File: src/rtl/dirq_pkg.sv
package dirq_pkg;
  localparam int DW       = 32;
  localparam int AW       = 7;
  localparam int ERR_BIT  = 0;
  localparam int AGG_BIT  = 2;
  localparam int LIVE_LO  = 3;
  localparam int LIVE_N   = DW - LIVE_LO;
  localparam int GIE_BIT  = DW - 1;

  localparam logic [AW-1:0] OFF_DSTAT = 7'd0;
  localparam logic [AW-1:0] OFF_DPEND = 7'd4;
  localparam logic [AW-1:0] OFF_DEN   = 7'd8;
  localparam logic [AW-1:0] OFF_DID   = 7'd24;
  localparam logic [AW-1:0] OFF_GIE   = 7'd28;
  localparam logic [AW-1:0] OFF_ISTAT = 7'd32;
  localparam logic [AW-1:0] OFF_IEN   = 7'd40;
  localparam logic [AW-1:0] OFF_RST   = 7'd64;

  localparam logic [DW-1:0] RST_KEY   = 32'h0000_000A;
  localparam logic [DW-1:0] NO_IRQ_ID = 32'd128;
endpackage

File: src/rtl/ip_irq_level.sv
module ip_irq_level #(
  parameter int IP_N = 8
) (
  input  logic            clk_i,
  input  logic            rst_ni,
  input  logic            clr_i,
  input  logic [IP_N-1:0] evt_i,
  input  logic            st_we_i,
  input  logic            en_we_i,
  input  logic [IP_N-1:0] wdata_i,
  output logic [IP_N-1:0] status_o,
  output logic [IP_N-1:0] enable_o,
  output logic            agg_o
);
  logic [IP_N-1:0] evt_q, rise, tgl;

  assign rise = evt_i & ~evt_q;
  assign tgl  = st_we_i ? wdata_i : '0;

  // edge tracker is not cleared by soft reset, so a held level cannot retrigger
  always_ff @(posedge clk_i or negedge rst_ni)
    if (!rst_ni) evt_q <= '0;
    else         evt_q <= evt_i;

  always_ff @(posedge clk_i or negedge rst_ni)
    if (!rst_ni)     status_o <= '0;
    else if (clr_i)  status_o <= '0;
    else             status_o <= (status_o ^ tgl) | rise;

  always_ff @(posedge clk_i or negedge rst_ni)
    if (!rst_ni)      enable_o <= '0;
    else if (clr_i)   enable_o <= '0;
    else if (en_we_i) enable_o <= wdata_i;

  assign agg_o = |(status_o & enable_o);

  a_r7_toggle: assert property (@(posedge clk_i) disable iff (!rst_ni)
    (st_we_i && !clr_i && rise == '0) |=> status_o == $past(status_o ^ wdata_i));

  a_r8_set_wins: assert property (@(posedge clk_i) disable iff (!rst_ni)
    (rise != '0 && !clr_i) |=> (status_o & $past(rise)) == $past(rise));

  a_r8_idle_hold: assert property (@(posedge clk_i) disable iff (!rst_ni)
    (!st_we_i && !clr_i && rise == '0) |=> $stable(status_o));
endmodule

File: src/rtl/dev_irq_level.sv
module dev_irq_level
  import dirq_pkg::*;
(
  input  logic              clk_i,
  input  logic              rst_ni,
  input  logic              clr_i,
  input  logic              err_set_i,
  input  logic              ip_agg_i,
  input  logic [LIVE_N-1:0] live_i,
  input  logic              st_we_i,
  input  logic              en_we_i,
  input  logic              gie_we_i,
  input  logic [DW-1:0]     wdata_i,
  output logic [DW-1:0]     status_o,
  output logic [DW-1:0]     pending_o,
  output logic [DW-1:0]     enable_o,
  output logic              gie_o,
  output logic [DW-1:0]     id_o,
  output logic              irq_o
);
  logic err_q;

  always_ff @(posedge clk_i or negedge rst_ni)
    if (!rst_ni)        err_q <= 1'b0;
    else if (clr_i)     err_q <= 1'b0;
    else if (err_set_i) err_q <= 1'b1;
    else if (st_we_i)   err_q <= err_q ^ wdata_i[ERR_BIT];

  always_ff @(posedge clk_i or negedge rst_ni)
    if (!rst_ni)      enable_o <= '0;
    else if (clr_i)   enable_o <= '0;
    else if (en_we_i) enable_o <= wdata_i;

  always_ff @(posedge clk_i or negedge rst_ni)
    if (!rst_ni)       gie_o <= 1'b0;
    else if (clr_i)    gie_o <= 1'b0;
    else if (gie_we_i) gie_o <= wdata_i[GIE_BIT];

  assign status_o  = {live_i, ip_agg_i, 1'b0, err_q};
  assign pending_o = status_o & enable_o;

  // lowest index wins: scan from the top so later hits overwrite
  always_comb begin
    id_o = NO_IRQ_ID;
    for (int i = DW - 1; i >= 0; i--)
      if (pending_o[i]) id_o = DW'(i);
  end

  assign irq_o = gie_o & (|pending_o);

  a_r5_err_set_wins: assert property (@(posedge clk_i) disable iff (!rst_ni)
    (err_set_i && !clr_i) |=> status_o[ERR_BIT]);

  a_r5_err_toggle: assert property (@(posedge clk_i) disable iff (!rst_ni)
    (st_we_i && !err_set_i && !clr_i) |=> status_o[ERR_BIT] == $past(status_o[ERR_BIT] ^ wdata_i[ERR_BIT]));

  a_r3_id_none: assert property (@(posedge clk_i) disable iff (!rst_ni)
    (pending_o == '0) == (id_o == NO_IRQ_ID));

  a_r3_id_prio: assert property (@(posedge clk_i) disable iff (!rst_ni)
    (id_o != NO_IRQ_ID) |-> (pending_o[id_o[4:0]] &&
      ((pending_o & ((DW'(1) << id_o[4:0]) - DW'(1))) == '0)));
endmodule

File: src/rtl/dev_irq_regs.sv
module dev_irq_regs
  import dirq_pkg::*;
#(
  parameter int IP_N = 8
) (
  input  logic              clk_i,
  input  logic              rst_ni,
  input  logic              wr_i,
  input  logic [AW-1:0]     addr_i,
  input  logic [DW-1:0]     wdata_i,
  output logic [DW-1:0]     rdata_o,
  input  logic [IP_N-1:0]   ip_evt_i,
  input  logic              err_set_i,
  input  logic [LIVE_N-1:0] sub_live_i,
  output logic              irq_o
);
  logic            swrst;
  logic            ist_we, ien_we, dst_we, den_we, gie_we;
  logic [IP_N-1:0] ip_st, ip_en;
  logic            ip_agg;
  logic [DW-1:0]   d_st, d_pend, d_en, d_id;
  logic            d_gie;

  assign swrst  = wr_i && addr_i == OFF_RST && wdata_i == RST_KEY;
  assign ist_we = wr_i && addr_i == OFF_ISTAT;
  assign ien_we = wr_i && addr_i == OFF_IEN;
  assign dst_we = wr_i && addr_i == OFF_DSTAT;
  assign den_we = wr_i && addr_i == OFF_DEN;
  assign gie_we = wr_i && addr_i == OFF_GIE;

  ip_irq_level #(.IP_N(IP_N)) u_ip (
    .clk_i    (clk_i),
    .rst_ni   (rst_ni),
    .clr_i    (swrst),
    .evt_i    (ip_evt_i),
    .st_we_i  (ist_we),
    .en_we_i  (ien_we),
    .wdata_i  (wdata_i[IP_N-1:0]),
    .status_o (ip_st),
    .enable_o (ip_en),
    .agg_o    (ip_agg)
  );

  dev_irq_level u_dev (
    .clk_i     (clk_i),
    .rst_ni    (rst_ni),
    .clr_i     (swrst),
    .err_set_i (err_set_i),
    .ip_agg_i  (ip_agg),
    .live_i    (sub_live_i),
    .st_we_i   (dst_we),
    .en_we_i   (den_we),
    .gie_we_i  (gie_we),
    .wdata_i   (wdata_i),
    .status_o  (d_st),
    .pending_o (d_pend),
    .enable_o  (d_en),
    .gie_o     (d_gie),
    .id_o      (d_id),
    .irq_o     (irq_o)
  );

  always_comb begin
    rdata_o = '0;
    case (addr_i)
      OFF_DSTAT: rdata_o = d_st;
      OFF_DPEND: rdata_o = d_pend;
      OFF_DEN:   rdata_o = d_en;
      OFF_DID:   rdata_o = d_id;
      OFF_GIE:   rdata_o[GIE_BIT] = d_gie;
      OFF_ISTAT: rdata_o[IP_N-1:0] = ip_st;
      OFF_IEN:   rdata_o[IP_N-1:0] = ip_en;
      default:   rdata_o = '0;
    endcase
  end

  a_r4_irq_gated: assert property (@(posedge clk_i) disable iff (!rst_ni)
    irq_o |-> (d_gie && (d_st & d_en) != '0));

  a_r6_agg_link: assert property (@(posedge clk_i) disable iff (!rst_ni)
    d_st[AGG_BIT] == |(ip_st & ip_en));

  a_r9_soft_reset: assert property (@(posedge clk_i) disable iff (!rst_ni)
    swrst |=> (ip_st == '0 && ip_en == '0 && d_en == '0 && !d_gie && !d_st[ERR_BIT]));
endmodule

File: config.mk
export PLATFORM = sky130hd
export DESIGN_NAME = dev_irq_regs
export DESIGN_NICKNAME = d
export VERILOG_FILES = /design/src/rtl/dirq_pkg.sv /design/src/rtl/ip_irq_level.sv /design/src/rtl/dev_irq_level.sv /design/src/rtl/dev_irq_regs.sv
export SDC_FILE = /design/constraint.sdc
export NUM_CORES = 1
export LEC_CHECK = 0
export ABC_CLOCK_PERIOD_IN_PS = 2500
export CAP_MARGIN = 20
export CORE_ASPECT_RATIO = 0.8
export CORE_MARGIN = 5
export CORE_UTILIZATION = 49
export CTS_BUF_LIST = sky130_fd_sc_hd__clkbuf_8
export DETAILED_ROUTE_END_ITERATION = 7
export PLACE_DENSITY = 0.81
export SYNTH_ARGS = -nofsm -noshare
export SYNTH_HDL_FRONTEND = slang
export SYNTH_SLANG_ARGS = --single-unit
File: constraint.sdc
create_clock -name clk_i -period 2.5 [get_ports clk_i]
set_clock_uncertainty 0.2 [all_clocks]
set_input_delay 0.25 -clock clk_i [delete_from_list [all_inputs] [get_ports clk_i]]
set_output_delay 0.25 -clock clk_i [all_outputs]
set_load 0.05 [all_outputs]
==> results of run 1 <==
-- final timing paths --
kind,from,to,cells past startpoint
worst max-delay path,u_ip.status_o[4],rdata_o[7],7
max in group asynchronous,rst_ni,u_dev.enable_o[13],3
worst max register to register,u_ip.status_o[1],u_ip.status_o[1],3
min in group asynchronous,rst_ni,u_ip.evt_q[6],2
worst min-delay path,ip_evt_i[4],u_ip.evt_q[4],1
worst min register to register,u_ip.evt_q[0],u_ip.status_o[0],2
-- state kept, by name, summed over array words and instances (netlist names) --
register	flops
u_dev.enable_o	32
u_dev.gie_o	1
u_ip.status_o	8
u_dev.err_q	1
u_ip.evt_q	8
u_ip.enable_o	8
-- cells in the final DEF, fill, tap and decap left out, types with 4 or more instances in the layout --
cell type,n
nand4_1,4
nor4_1,6
a22oi_1,10
clkbuf_8,10
nand2b_1,9
a22o_1,40
clkdlybuf4s50_1,69
nand2_1,100
xor2_1,9
and2_1,4
o21ai_0,12
a21oi_1,38
a21o_1,33
a221oi_2,4
buf_4,88
dlygate4sd2_1,7
nand3_1,14
and3_1,4
buf_12,36
a221o_1,4
nor2_1,9
dfrtp_1,55
buf_6,6
-- final cells by class --
type,count,area share
multi-input combinational,354,0.369
tap,105,0.0205
sequential,58,0.228
inverter,1,0.000587
clock buffer,10,0.0215
timing repair buffer,211,0.354
clock inverter,6,0.00646
-- repair_timing --
action | 4_1_cts | 5_1_grt
hold endpoints to repair | 28 | 0
hold buffers | 1 | 0
buffers inserted | 7 | 6
setup endpoints to repair | 33 | 9
resized for setup | 32 | 22
pin swaps | 11 | 11
-- through the flow --
| stage | total power, W | utilization | std cells |
|---|---|---|---|
| 3_3_place_gp | 0.00169 | 0.796 | 718 |
| 5_1_grt | 0.00276 | 0.857 | 745 |
| 6_report | 0.00269 | 0.857 | 745 |
| 3_5_place_dp | 0.00172 | 0.796 | 718 |
| 4_1_cts | 0.00260 | 0.842 | 742 |
| 2_1_floorplan | 0.00130 | - | 440 |
-- routing by layer --
metal  share of wire  wire length (um)
met5               0                 0
met4           0.028               467
met3           0.098              1650
met2            0.47              7890
met1            0.40              6800
-- worst max-delay path, cell delays in order (launching register included) --
cell and delay, ns:
dfrtp_1 0.40, a22oi_2 0.25, nand4_1 0.18, a22o_1 0.29, nor4_4 0.32, buf_4 0.16
a221o_1 0.22, buf_12 0.16
-- power by group through the flow --
| stage | Sequential, W | Clock (W) | Combinational [W] |
|---|---|---|---|
| 3_5_place_dp | 0.00108 | 0 | 0.000637 |
| 4_1_cts | 0.00106 | 0.000834 | 0.000698 |
| 5_1_grt | 0.00108 | 0.000870 | 0.000814 |
| 6_report | 0.00107 | 0.000843 | 0.000776 |
| 2_1_floorplan | 0.00106 | 0 | 0.000234 |
| 3_3_place_gp | 0.00108 | 0 | 0.000617 |
-- logic make-up (layout without fill, tap and decap cells) --
| kind of cell | after synthesis | in the layout |
|---|---|---|
| compound gates | 169 | 169 |
| xor+xnor | 9 | 9 |
| buf+inv | 28 | 228 |
| flops | 58 | 58 |
| mux | 4 | 4 |
| simple gates | 172 | 172 |
==> metrics.cfg, run 1 <==
[run_status]
outcome=finished, violations left
violations=setup timing

[route]
drtIter0Drc=528
viasPerCell=6.44
wire_per_inst_um=22.6
drt-total-wl_um=16800
drc=0
postRouteAntennaNets=0
drt_pre_antenna_iters=6
routed-via-count=4800

[final_layout]
fillerInstances=410
postLayoutCellArea_sq_mm=0.00639
antennaDiodeCount=0
nets=715
seqCellArea_sq_mm=0.00146
multi_input_area_sq_mm=0.00236
drive_gt1_frac=0.283
syn_to_final_growth_pct=69.7

[floorplanning]
core_area_sq_mm=0.00746
die_w_um=108
initial_core_util=0.505
num_rows=28
ios=113
die-area_sq_mm=0.00956
die_h_um=88.4

[timing]
tns_ns=-1.06
max_freq_mhz=357
maxSlewHeadroom=0.520
setup_viol=6
fin_crit_sh=1.12
finalCriticalPeriod_ns=2.80
slew_viol_final=0
tightest_slew_ns=0.720
final.setup.worst_slack_ns=-0.299
hold_viol=0
holdWs_ns=0.159
rsz0062_at_grt=yes

[synthesis]
synthAdderAreaFrac=0
synth_edf_count=0
synth_area_sq_mm=0.00377
syn_nets=520
synth.area.mux_share=0.0113
synthCells=440
ys_ff_latch=58
synth_most_common_cell=nand2_1
yosys_warnings=0
yosysTopAreaCellShare=0.385
synth_xor_area_frac=0.0209
syn_area_per_cell_sq_um=8.57
ys_types=46
synth_simple_gate_area_frac=0.222
yosysTopAreaCell=dfrtp_1
async_flop_share=1.00
synth_top_family_by_area=compound AO/OA/AOI/OAI gates
yosysSeqAreaShare=0.385
synth_top_flop_cell=dfrtp_1
ys_top_cells_by_count=nand2_1, dfrtp_1, a22o_1
synth_compound_gate_area_share=0.322
yosys-top-cells-area=dfrtp_1, nand2_1, a22o_1, a21o_1, a21oi_1

[global_route]
grt.met2_usage=0.552
track_usage=0.342
grt_pass1_wl_um=25000
grt-ovfl-total=0
grt_pass1_vias=4744
grt_max_degree=32
globalRoute.busiestLayer=met2
antenna_found_initial=0
grtUsageMet3=0.0708
globalRouteMet1Util=0.459

[clock_network]
clockRootBuffer=clkbuf_8
cts.htree.levels=3
cts_tree=done
insertion_delay_ns=0.35
clkTransAtPathRegs_ns=0.08
clk_path_buf_depth=2
cts_sinks=58
cts_buffers=9

[power]
seqPwrFrac=0.398
p_per_area_mw_per_mm2=421
peakVddDrop_mv=0.374
switchingPower_w=0.000905
p_comb_frac=0.289
clockPowerShare=0.313
p_leak_nw=2.94
swShare=0.337
power.internal_w=0.00178

[hold_path]
holdCritPathClass=primary input to flop

[placed_design]
dpl-instance-area_sq_mm=0.00594
numPortBuffers=112
dp_slack_ns=-0.235
routabilityCongestion=1.00
hpwl_um=12100

[critical_path]
cp-end-kind=output port
crit_fanout=2
start_kind=flop
critPathRequiredTime_ns=2.05
ff2ff_setup_slack_ns=1.34
crit_arrival_ns=2.35
worstSetupPathType=flop to output port

[job]
cap_violations=0

No activity file was read; power rests on OpenSTA's default activity.
==> run 2, diff against run 1 <==
--- a/config.mk
+++ b/config.mk
@@ -13,6 +13,7 @@
 export CTS_BUF_LIST = sky130_fd_sc_hd__clkbuf_8
 export DETAILED_ROUTE_END_ITERATION = 7
 export PLACE_DENSITY = 0.81
+export SLEW_MARGIN = 10
 export SYNTH_ARGS = -nofsm -noshare
 export SYNTH_HDL_FRONTEND = slang
 export SYNTH_SLANG_ARGS = --single-unit
==> results of run 2 <==
Final layout, timing and power as in run 1 (identical DEF).
==> run 3, diff against run 2 <==
--- a/config.mk
+++ b/config.mk
@@ -9,10 +9,10 @@
 export CAP_MARGIN = 20
 export CORE_ASPECT_RATIO = 0.8
 export CORE_MARGIN = 5
-export CORE_UTILIZATION = 49
+export CORE_UTILIZATION = 43
 export CTS_BUF_LIST = sky130_fd_sc_hd__clkbuf_8
 export DETAILED_ROUTE_END_ITERATION = 7
-export PLACE_DENSITY = 0.81
+export PLACE_DENSITY = 0.72
 export SLEW_MARGIN = 10
 export SYNTH_ARGS = -nofsm -noshare
 export SYNTH_HDL_FRONTEND = slang
==> run 3 against run 2 <==
Net effect: the run still ends with setup timing left; critical path type unchanged; total power about the same; sequential cell count did not move; sequential power barely moved.
==> metrics.cfg, run 3 (synthesis results as in run 1) <==
[critical_path]
crit-reg2reg-launch=u_ip.status_o[2]  ; was u_ip.status_o[1]
crit_fanout=3  ; was 2
crit_chain=a22oi_2 -> nand4_1 -> a22o_1 -> nor4_2 -> buf_4 -> a221o_1 -> buf_12  ; was a22oi_2 -> nand4_1 -> a22o_1 -> nor4_4 -> buf_4 -> a221o_1 -> buf_12
cp-end-kind=output port  ; unchanged
crit_arrival_ns=2.20  ; was 2.35 ns
worst-path-buf-inv=2  ; unchanged
cp_top_family=compound AO/OA/AOI/OAI gates  ; unchanged
worstSetupPathType=flop to output port  ; unchanged
r2r_cells=3  ; unchanged
ff2ff_setup_slack_ns=1.34  ; about the same
cp_slowest_cell=dfrtp_1  ; unchanged
timing.rr.end=u_ip.status_o[2]  ; was u_ip.status_o[1]
start_kind=flop  ; unchanged
critPathRequiredTime_ns=2.05  ; about the same
critPathMaxStageDelay_ns=0.42  ; was 0.40 ns

[timing]
tightest_slew_ns=0.486  ; was 0.720 ns
fin_crit_sh=1.06  ; was 1.12
finalCriticalPeriod_ns=2.65  ; was 2.80 ns
hold_viol=0  ; unchanged
max_freq_mhz=377  ; was 357 MHz
final.setup.worst_slack_ns=-0.154  ; was -0.299 ns
maxSlewHeadroom=0.671  ; was 0.520
setup_viol=4  ; was 6
slew_viol_final=0  ; unchanged
rsz0062_at_grt=yes  ; unchanged

[power]
p_per_area_mw_per_mm2=409  ; was 421 mW/mm^2
power_w=0.00269  ; about the same
p_leak_nw=3.01  ; was 2.94 nW
peakVddDrop_mv=0.292  ; was 0.374 mV

[route]
drt-total-wl_um=15300  ; was 16800 um
drtIter0Drc=541  ; was 528
routed-via-count=4632  ; was 4800
drt_pre_antenna_iters=6  ; unchanged
drc=0  ; unchanged
viasPerCell=6.03  ; was 6.44
wire_per_inst_um=19.9  ; was 22.6 um
postRouteAntennaNets=0  ; unchanged

[placed_design]
numPortBuffers=112  ; unchanged
dpl.cell_count=725  ; was 718
routabilityCongestion=0.966  ; was 1.00
hpwl_um=10800  ; was 12100 um

[global_route]
antenna_found_initial=0  ; unchanged
track_usage=0.276  ; was 0.342
grt_max_degree=59  ; was 32
grt-ovfl-total=0  ; unchanged
grt_pass1_vias=4531  ; was 4744
grt_pass1_wl_um=23500  ; was 25000 um

[clock_network]
cts_sinks=58  ; unchanged
cts_tree=done  ; unchanged
cts.htree.levels=3  ; unchanged
clkTransAtPathRegs_ns=0.07  ; was 0.08 ns
clockRootBuffer=clkbuf_8  ; unchanged
clk_path_buf_depth=2  ; unchanged
insertion_delay_ns=0.34  ; was 0.35 ns
cts_buffers=9  ; unchanged

[floorplanning]
core_area_sq_mm=0.00852  ; was 0.00746 sq mm
initial_core_util=0.442  ; was 0.505
ios=113  ; unchanged
num_rows=30  ; was 28
die_h_um=93.7  ; was 88.4 um
die_w_um=115  ; was 108 um
die-area_sq_mm=0.0107  ; was 0.00956 sq mm

[final_layout]
largest_reg_flops=32  ; unchanged
syn_to_final_growth_pct=74.3  ; was 69.7%
stdcell_count=768  ; was 745
antennaDiodeCount=0  ; unchanged
nets=731  ; was 715
regMostFlops=u_dev.enable_o  ; unchanged
layout_common_cells=buf_4, nand2_1, clkdlybuf4s50_1  ; was nand2_1, buf_4, clkdlybuf4s50_1
drive_gt1_frac=0.317  ; was 0.283
layout_commonest_cell=buf_4  ; was nand2_1

[run_status]
outcome=finished, violations left  ; unchanged
violations=setup timing  ; unchanged

[hold_path]
min_to=u_ip.evt_q[1]  ; was u_ip.evt_q[4]
worst_hold_startpoint=ip_evt_i[1]  ; was ip_evt_i[4]
hold_depth=1  ; unchanged
holdCritPathClass=primary input to flop  ; unchanged

[job]
cap_violations=0  ; unchanged

[run 3: cell types whose count changed in the layout (fill, tap and decap cells not counted), moves of 3 or more]
cell,delta
nand2_2,+3
buf_4,+17
a22oi_2,+6
clkdlybuf4s15_1,+4
a22oi_1,-6
dlygate4sd2_1,-7
[run 3: metrics by stage]
step	setup TNS, ns	hold slack, ns	worst slack (ns)	utilization	area, sq um
CTS	-0.172	0.172	-0.0889	0.747	6360
finish	-0.336	0.174	-0.154	0.771	6570
floorplan	0	-0.246	0.0807	-	3780
global route	-0.728	0.172	-0.211	0.771	6570
global placement	-4.39	0.0765	-0.156	0.695	5920
detailed placement	-11.11	0.0741	-0.264	0.695	5920
[run 3: worst max path at each step]
| stage | endpoint | from | cells past startpoint | slack (ns) |
|---|---|---|---|---|
| finish | rdata_o[7] | u_ip.enable_o[4] | 7 | -0.15 |
| global route | rdata_o[7] | u_ip.enable_o[4] | 7 | -0.21 |
| CTS | rdata_o[7] | u_dev.enable_o[22] | 7 | -0.09 |
| detailed placement | rdata_o[4] | addr_i[4] | 9 | -0.26 |
| global placement | rdata_o[7] | sub_live_i[27] | 9 | -0.16 |
| floorplan | irq_o | u_ip.status_o[5] | 5 | 0.08 |
[run 3: per-layer routing]
| layer | wire length, um | up-vias | track usage |
|---|---|---|---|
| met5 | 0 | - | 0 |
| met3 | 1480 | 54 | 0.0612 |
| met4 | 480 | 0 | 0.0762 |
| li1 | - | 2072 | - |
| met2 | 6920 | 280 | 0.433 |
| met1 | 6390 | 2226 | 0.382 |
[run 3: final cells by class]
cell class	count	area, sq um
Fill cell	569	1950
Inverter	1	3.75
Clock inverter	4	25.0
Multi-Input combinational cell	354	2400
Sequential cell	58	1450
Clock buffer	12	165
Tap cell	112	140
Timing Repair Buffer	227	2380
[run 3: report_power, final]
part | switching, W | internal (W) | leakage (nW)
Sequential | 0.0000725 | 0.000999 | 0.729
Clock | 0.000401 | 0.000438 | 0.0944
Combinational | 0.000368 | 0.000411 | 2.19
Total | 0.000842 | 0.00185 | 3.01
[run 3: repair_timing]
| action | in CTS | in global routing |
|---|---|---|
| cloned | 1 | 0 |
| hold endpoints to repair | 58 | 0 |
| pin swaps | 13 | 11 |
| endpoints found under the setup margin | 33 | 9 |
| setup buffers | 13 | 13 |
| gates resized for setup | 36 | 32 |
| hold buffers | 1 | 0 |
